$ cat src/rtl/adc_seq_pkg.sv
package adc_seq_pkg;
  localparam int unsigned DEF_RES_W = 10;
  localparam int unsigned DEF_NCH   = 16;

  typedef enum logic [1:0] {
    SAR_IDLE  = 2'd0,
    SAR_TRIAL = 2'd1,
    SAR_STORE = 2'd2
  } sar_state_e;
endpackage

$ cat src/rtl/adc_sar_core.sv
module adc_sar_core
  import adc_seq_pkg::*;
#(
  parameter int unsigned RES_W = DEF_RES_W
) (
  input  logic             clk_i,
  input  logic             rst_ni,
  input  logic             go_i,
  input  logic             cmp_i,
  output logic [RES_W-1:0] trial_o,
  output logic             busy_o,
  output logic             eoc_o
);
  localparam int unsigned IDX_W = $clog2(RES_W);
  localparam logic [IDX_W-1:0] TOP_IDX = IDX_W'(RES_W - 1);

  sar_state_e       state_q;
  logic [RES_W-1:0] acc_q;
  logic [IDX_W-1:0] idx_q;

  always_ff @(posedge clk_i or negedge rst_ni) begin
    if (!rst_ni) begin
      state_q <= SAR_IDLE;
      acc_q   <= '0;
      idx_q   <= '0;
    end else begin
      unique case (state_q)
        SAR_TRIAL: begin
          if (!cmp_i) acc_q[idx_q] <= 1'b0;
          if (idx_q == '0) begin
            state_q <= SAR_STORE;
          end else begin
            acc_q[idx_q - 1'b1] <= 1'b1;
            idx_q               <= idx_q - 1'b1;
          end
        end
        default: begin
          if (go_i) begin
            acc_q   <= {1'b1, {(RES_W-1){1'b0}}};
            idx_q   <= TOP_IDX;
            state_q <= SAR_TRIAL;
          end else begin
            state_q <= SAR_IDLE;
          end
        end
      endcase
    end
  end

  assign trial_o = acc_q;
  assign busy_o  = (state_q != SAR_IDLE);
  assign eoc_o   = (state_q == SAR_STORE);

  // trial counter kept for checking only
  logic [IDX_W:0] trial_cnt_q;
  always_ff @(posedge clk_i or negedge rst_ni) begin
    if (!rst_ni)                                         trial_cnt_q <= '0;
    else if (go_i && state_q != SAR_TRIAL)               trial_cnt_q <= '0;
    else if (state_q == SAR_TRIAL)                       trial_cnt_q <= trial_cnt_q + 1'b1;
  end


  store_len_chk: assert property (@(posedge clk_i) disable iff (!rst_ni)
    (state_q == SAR_STORE) |-> (trial_cnt_q == (IDX_W+1)'(RES_W)));


  no_restart_chk: assert property (@(posedge clk_i) disable iff (!rst_ni)
    go_i |-> (state_q != SAR_TRIAL));
endmodule

$ cat src/rtl/adc_result_bank.sv
module adc_result_bank
  import adc_seq_pkg::*;
#(
  parameter int unsigned RES_W = DEF_RES_W,
  parameter int unsigned NCH   = DEF_NCH,
  localparam int unsigned CH_W = $clog2(NCH)
) (
  input  logic             clk_i,
  input  logic             rst_ni,
  input  logic             we_i,
  input  logic [CH_W-1:0]  wsel_i,
  input  logic [RES_W-1:0] wdata_i,
  input  logic [CH_W-1:0]  rsel_i,
  output logic [RES_W-1:0] rdata_o
);
  logic [RES_W-1:0] bank_q [NCH];

  for (genvar g = 0; g < NCH; g++) begin : g_ent
    always_ff @(posedge clk_i or negedge rst_ni) begin
      if (!rst_ni)                                 bank_q[g] <= '0;
      else if (we_i && wsel_i == CH_W'(g))         bank_q[g] <= wdata_i;
    end
  end

  assign rdata_o = bank_q[rsel_i];
endmodule

$ cat src/rtl/adc_done_flag.sv
module adc_done_flag (
  input  logic clk_i,
  input  logic rst_ni,
  input  logic set_i,
  input  logic rd_i,
  input  logic clr_zero_i,
  input  logic dma_ack_i,
  output logic done_o
);
  logic done_q, armed_q;

  always_ff @(posedge clk_i or negedge rst_ni) begin
    if (!rst_ni) begin
      done_q  <= 1'b0;
      armed_q <= 1'b0;
    end else if (set_i) begin
      done_q  <= 1'b1;
    end else if (dma_ack_i || (clr_zero_i && armed_q)) begin
      done_q  <= 1'b0;
      armed_q <= 1'b0;
    end else if (rd_i && done_q) begin
      armed_q <= 1'b1;
    end
  end

  assign done_o = done_q;


  done_clr_src_chk: assert property (@(posedge clk_i) disable iff (!rst_ni)
    $fell(done_q) |-> $past(dma_ack_i || clr_zero_i));


  dma_clr_chk: assert property (@(posedge clk_i) disable iff (!rst_ni)
    (dma_ack_i && !set_i) |=> !done_q);
endmodule

$ cat src/rtl/adc_seq_ctrl.sv
module adc_seq_ctrl
  import adc_seq_pkg::*;
#(
  parameter int unsigned RES_W = DEF_RES_W,
  parameter int unsigned NCH   = DEF_NCH,
  localparam int unsigned CH_W  = $clog2(NCH),
  localparam int unsigned CSR_W = CH_W + 4
) (
  input  logic             clk_i,
  input  logic             rst_ni,
  input  logic             csr_wr_i,
  input  logic [CSR_W-1:0] csr_wdata_i,
  input  logic             csr_rd_i,
  output logic [CSR_W-1:0] csr_rdata_o,
  input  logic [CH_W-1:0]  res_sel_i,
  output logic [RES_W-1:0] res_data_o,
  input  logic             cmp_i,
  output logic [RES_W-1:0] dac_o,
  output logic [CH_W-1:0]  conv_ch_o,
  output logic             irq_o,
  input  logic             dma_ack_i
);
  localparam int unsigned P_START = 0;
  localparam int unsigned P_SCAN  = 1;
  localparam int unsigned P_CH_LO = 2;
  localparam int unsigned P_IE    = CH_W + 2;
  localparam int unsigned P_DONE  = CH_W + 3;

  logic            start_q, scan_q, ie_q;
  logic [CH_W-1:0] chsel_q, cur_ch_q;
  logic            core_busy, core_eoc, core_go, done;
  logic [CH_W-1:0] wr_ch;
  logic            launch, stop_req, store_en, next_go, last_ch, done_set;

  assign wr_ch    = csr_wdata_i[P_CH_LO +: CH_W];
  assign launch   = csr_wr_i && csr_wdata_i[P_START] && !start_q && !core_busy;
  assign stop_req = csr_wr_i && start_q && scan_q && !csr_wdata_i[P_START];
  assign last_ch  = (cur_ch_q == chsel_q);
  assign store_en = core_eoc && start_q;
  assign next_go  = store_en && scan_q && !stop_req;
  assign core_go  = launch || next_go;
  assign done_set = store_en && (!scan_q || last_ch);

  always_ff @(posedge clk_i or negedge rst_ni) begin
    if (!rst_ni) begin
      start_q  <= 1'b0;
      scan_q   <= 1'b0;
      ie_q     <= 1'b0;
      chsel_q  <= '0;
      cur_ch_q <= '0;
    end else begin
      if (csr_wr_i) ie_q <= csr_wdata_i[P_IE];
      // mode and channel only change while fully idle
      if (csr_wr_i && !start_q && !core_busy) begin
        scan_q  <= csr_wdata_i[P_SCAN];
        chsel_q <= wr_ch;
      end
      if (launch) begin
        start_q  <= 1'b1;
        cur_ch_q <= csr_wdata_i[P_SCAN] ? '0 : wr_ch;
      end else if (stop_req || (store_en && !scan_q)) begin
        start_q  <= 1'b0;
      end
      if (store_en && scan_q) cur_ch_q <= last_ch ? '0 : cur_ch_q + 1'b1;
    end
  end

  adc_sar_core #(.RES_W(RES_W)) u_core (
    .clk_i   (clk_i),
    .rst_ni  (rst_ni),
    .go_i    (core_go),
    .cmp_i   (cmp_i),
    .trial_o (dac_o),
    .busy_o  (core_busy),
    .eoc_o   (core_eoc)
  );

  adc_result_bank #(.RES_W(RES_W), .NCH(NCH)) u_bank (
    .clk_i   (clk_i),
    .rst_ni  (rst_ni),
    .we_i    (store_en),
    .wsel_i  (cur_ch_q),
    .wdata_i (dac_o),
    .rsel_i  (res_sel_i),
    .rdata_o (res_data_o)
  );

  adc_done_flag u_done (
    .clk_i      (clk_i),
    .rst_ni     (rst_ni),
    .set_i      (done_set),
    .rd_i       (csr_rd_i),
    .clr_zero_i (csr_wr_i && !csr_wdata_i[P_DONE]),
    .dma_ack_i  (dma_ack_i),
    .done_o     (done)
  );

  assign csr_rdata_o = {done, ie_q, chsel_q, scan_q, start_q};
  assign conv_ch_o   = cur_ch_q;
  assign irq_o       = done && ie_q;


  start_fall_chk: assert property (@(posedge clk_i) disable iff (!rst_ni)
    $fell(start_q) |-> $past(core_eoc || stop_req));


  scan_hold_chk: assert property (@(posedge clk_i) disable iff (!rst_ni)
    (start_q && scan_q && core_eoc && !stop_req) |=> start_q);


  done_src_chk: assert property (@(posedge clk_i) disable iff (!rst_ni)
    $rose(done) |-> $past(core_eoc && start_q));
endmodule

$ cat config.mk
export PLATFORM = sky130hd
export DESIGN_NAME = adc_seq_ctrl
export DESIGN_NICKNAME = d
export VERILOG_FILES = /design/src/rtl/adc_seq_pkg.sv /design/src/rtl/adc_sar_core.sv /design/src/rtl/adc_result_bank.sv /design/src/rtl/adc_done_flag.sv /design/src/rtl/adc_seq_ctrl.sv
export SDC_FILE = /design/constraint.sdc
export NUM_CORES = 1
export LEC_CHECK = 0
export BUFFER_PORTS_ARGS = -buffer_cell sky130_fd_sc_hd__buf_2
export CAP_MARGIN = 20
export CORE_MARGIN = 8
export CORE_UTILIZATION = 60
export DETAILED_ROUTE_END_ITERATION = 7
export PLACE_DENSITY = 0.9
export REMOVE_ABC_BUFFERS = 1
export SYNTH_ARGS = -nofsm -noshare
export SYNTH_HDL_FRONTEND = slang
export SYNTH_SLANG_ARGS = --single-unit
$ cat constraint.sdc
create_clock -name clk_i -period 2.2 [get_ports clk_i]
set_input_delay 0.11 -clock clk_i [delete_from_list [all_inputs] [get_ports clk_i]]
set_output_delay 0.11 -clock clk_i [all_outputs]
set_load 0.01 [all_outputs]
==> results.toml <==
[synthesis]
synth-adder-area-share = 0.0123
synth_top_family_by_area = "multiplexers"
ys_seq_area_frac = 0.517
synth_compound_area_frac = 0.0418
synth_cells = 597
async_flop_share = 1.00
postSynthAreaPerCell_um2 = 15.3
yosys_most_used_dff = "dfrtp_1"
synth.distinct_cells = 51
synth_edf_count = 0
syn_area_mm2 = 0.00915
yosys.area_share.simple = 0.0573
ys_ff_latch = 189
synth_mux_area_frac = 0.340
synth-xor-area-share = 0.00479
yosys_warnings = 0

[setup_path]
crit_path_end_kind = "primary output"
startpoint_type = "flip-flop"
cp-startpoint = "u_bank.bank_q[56]$_DFFE_PN0P_"
r2r-end = "u_done.armed_q$_DFFE_PN0P_"
reg2reg_depth = 5
r2r_slack_ns = 0.10
path_max_fanout = 2
critPathRequiredTime_ns = 2.09
crit_type = "flip-flop to primary output"
arrival_ns = 2.01
worstReg2RegStart = "conv_ch_o[1]$_DFFE_PN0P_"

[pwr]
peakVddDrop_uv = 914
p_clk_frac = 0.299
p_int_mw = 6.42
p_switching_mw = 3.22
pwr-share-seq = 0.480
combPwrFrac = 0.221
switching_share = 0.334
powerDensity_mw_per_mm2 = 941
p_leak_nw = 5.03

[timing]
finClkSkew_ns = 0.0130
hold_viol = 0
setup_violations = 0
worst_pin_slew_ns = 0.768
max_slew_margin = 0.488
min_period_ns = 2.12
post-route-period-util = 0.965
finalWorstSetupSlack_ns = 0.0764
rsz0062_at_grt = "false"
max_clock_freq_ghz = 0.471
fin_setup_tns_ns = 0
finalMaxSlewViolations = 0

[floorplan]
start_util = 0.609
die_h_um = 140
boundaryPins = 51
rows = 45
coreArea_mm2 = 0.0150
dieArea_mm2 = 0.0195
die_w_um = 140

[layout]
diodes = 0
layout-drive-gt1-share = 0.441
area_growth_pct = 11.9
seq_area_mm2 = 0.00473
stdcell_area_mm2 = 0.0102
multi_input_comb_area_mm2 = 0.00418
fillers = 944
fin_nets = 678

[drt]
wl_per_cell_um = 24.3
ant_nets = 0
firstDrtPassIters = 6
viasPerCell = 6.59
vias = 5603
postRouteWirelength_um = 20700
first_iter_violations = 465
remaining_drc_errors = 0

[placed_design]
portBuffers = 50
placed_area_mm2 = 0.00958
dp_hpwl_um = 13700
pre_cts_ws_ns = 0.210
routabilityCongestion = 0.850

[clock_tree]
worstSkewPairLatency_ns = 0.43
clock-sinks = 189
path_clk_slew_ns = 0.07
cts_tree = "built"
cts_buffers = 17
cts-htree-levels = 4
postCtsSetupBuffers = 0
cts_root_buf = "clkbuf_16"
cts_buffer_depth = 2

[grt]
overflow = 0
grt_max_degree = 73
antenna_found_initial = 0
grt_usage = 0.225
grt_pass1_wl_um = 33700
grt_pass1_vias = 6123

[job]
cap_violations = 0

[outcome]
status = "finished clean"

[min_path]
min_path_type = "input port to flip-flop"
min_path_cells = 3
min_to = "u_done.done_o$_DFFE_PN0P_"
min_from = "dma_ack_i"
worst max-delay path, stage by stage (launching register included):
cell     delay (ns)
dfrtp_1        0.38
mux4_1         0.55
mux4_2         0.50
buf_2          0.16
cell usage after synthesis (all sizes together), types with 2 or more instances:
cell type	number	area (µm²)
o22ai	7	43.8
nand2	13	58.8
a22o	2	17.5
a21oi	5	25.0
a31oi	3	18.8
o2bb2ai	5	43.8
inv	11	41.3
nor4b	2	17.5
clkbuf	21	78.8
and2	2	12.5
nor2	23	176
a21o	3	22.5
nor3	5	25.0
buf	15	126
o31ai	4	30.0
dfrtp	189	4730
nand2b	6	37.5
a32oi	2	17.5
ha	9	113
mux4	50	1240
and3	4	25.0
nand3	11	75.1
o21ai	9	45.0
nor3b	4	30.0
mux2	166	1870
xor2	4	35.0
a32o	7	70.1
final cells by class:
cell class                      count  share of cell area
Clock buffer                       24              0.0471
Clock inverter                      6             0.00611
Inverter                           11             0.00403
Multi-Input combinational cell    361               0.409
Sequential cell                   189               0.462
Tap cell                          188              0.0230
Timing Repair Buffer               71              0.0493
power by group through the flow:
stage	Clock (mW)	Combinational [mW]	Sequential, mW
finish	2.88	2.13	4.62
global route	3.05	2.33	4.71
CTS	2.91	2.11	4.60
detailed placement	0	2.08	4.66
global placement	0	2.01	4.58
floorplan	0	1.33	4.46
metal layers:
metal / global-route usage / share of wire / vias up
met5: 0 / 0 / -
met4: 0.0867 / 0.021 / 0
met1: 0.264 / 0.40 / 2983
li1: - / - / 2398
met3: 0.0564 / 0.052 / 30
met2: 0.390 / 0.53 / 192
metrics by stage:
step	total power [mW]	hold slack, ns	util	std cells
2_1_floorplan	5.79	-0.186	-	561
3_3_place_gp	6.59	0.152	0.637	809
3_5_place_dp	6.74	0.173	0.637	809
4_1_cts	9.62	0.0251	0.680	850
5_1_grt	10.1	0.0411	0.681	850
6_report	9.64	0.0419	0.681	850
sequential cells by signal (all words and copies together), names as in the netlist, 2 cells and up:
name,count
u_bank.bank_q,160
u_core.trial_o,10
chsel_q,4
conv_ch_o,4
u_core.idx_q,4
u_core.state_q,2
kinds of logic after synthesis:
group | Yosys count
AND/OR/NAND/NOR | 78
buffers and inverters | 47
AO/OA/AOI/OAI | 53
adder cells (fa/ha/maj) | 9
multiplexers | 216
flip-flops | 189
XOR/XNOR | 5
worst max-delay path by stage:
| stage | endpoint | slack (ns) |
|---|---|---|
| floorplan | u_bank.bank_q[90]$_DFFE_PN0P_ | 0.38 |
| global placement | res_data_o[6] | 0.31 |
| detailed placement | u_bank.bank_q[142]$_DFFE_PN0P_ | 0.21 |
| CTS | res_data_o[1] | 0.06 |
| global route | res_data_o[1] | 0.0005 |
| finish | res_data_o[6] | 0.08 |
repair_timing:
action / 4_1_cts / 5_1_grt
setup endpoints to repair: 0 / 1
resized for setup: 0 / 1
hold buffers: 11 / 0
hold endpoints to repair: 80 / 0
layout by cell type, fill, tap and decap left out, types with 9 or more instances in the layout:
cell,count
mux4_1,31
dlygate4sd3_1,11
nand2_1,9
inv_1,11
nor2_4,12
buf_2,49
clkbuf_16,17
mux4_2,19
ha_1,9
mux2_2,165
o21ai_0,9
nor2_1,11
dfrtp_1,189
Note: power is estimated with default switching activity, not from simulation.
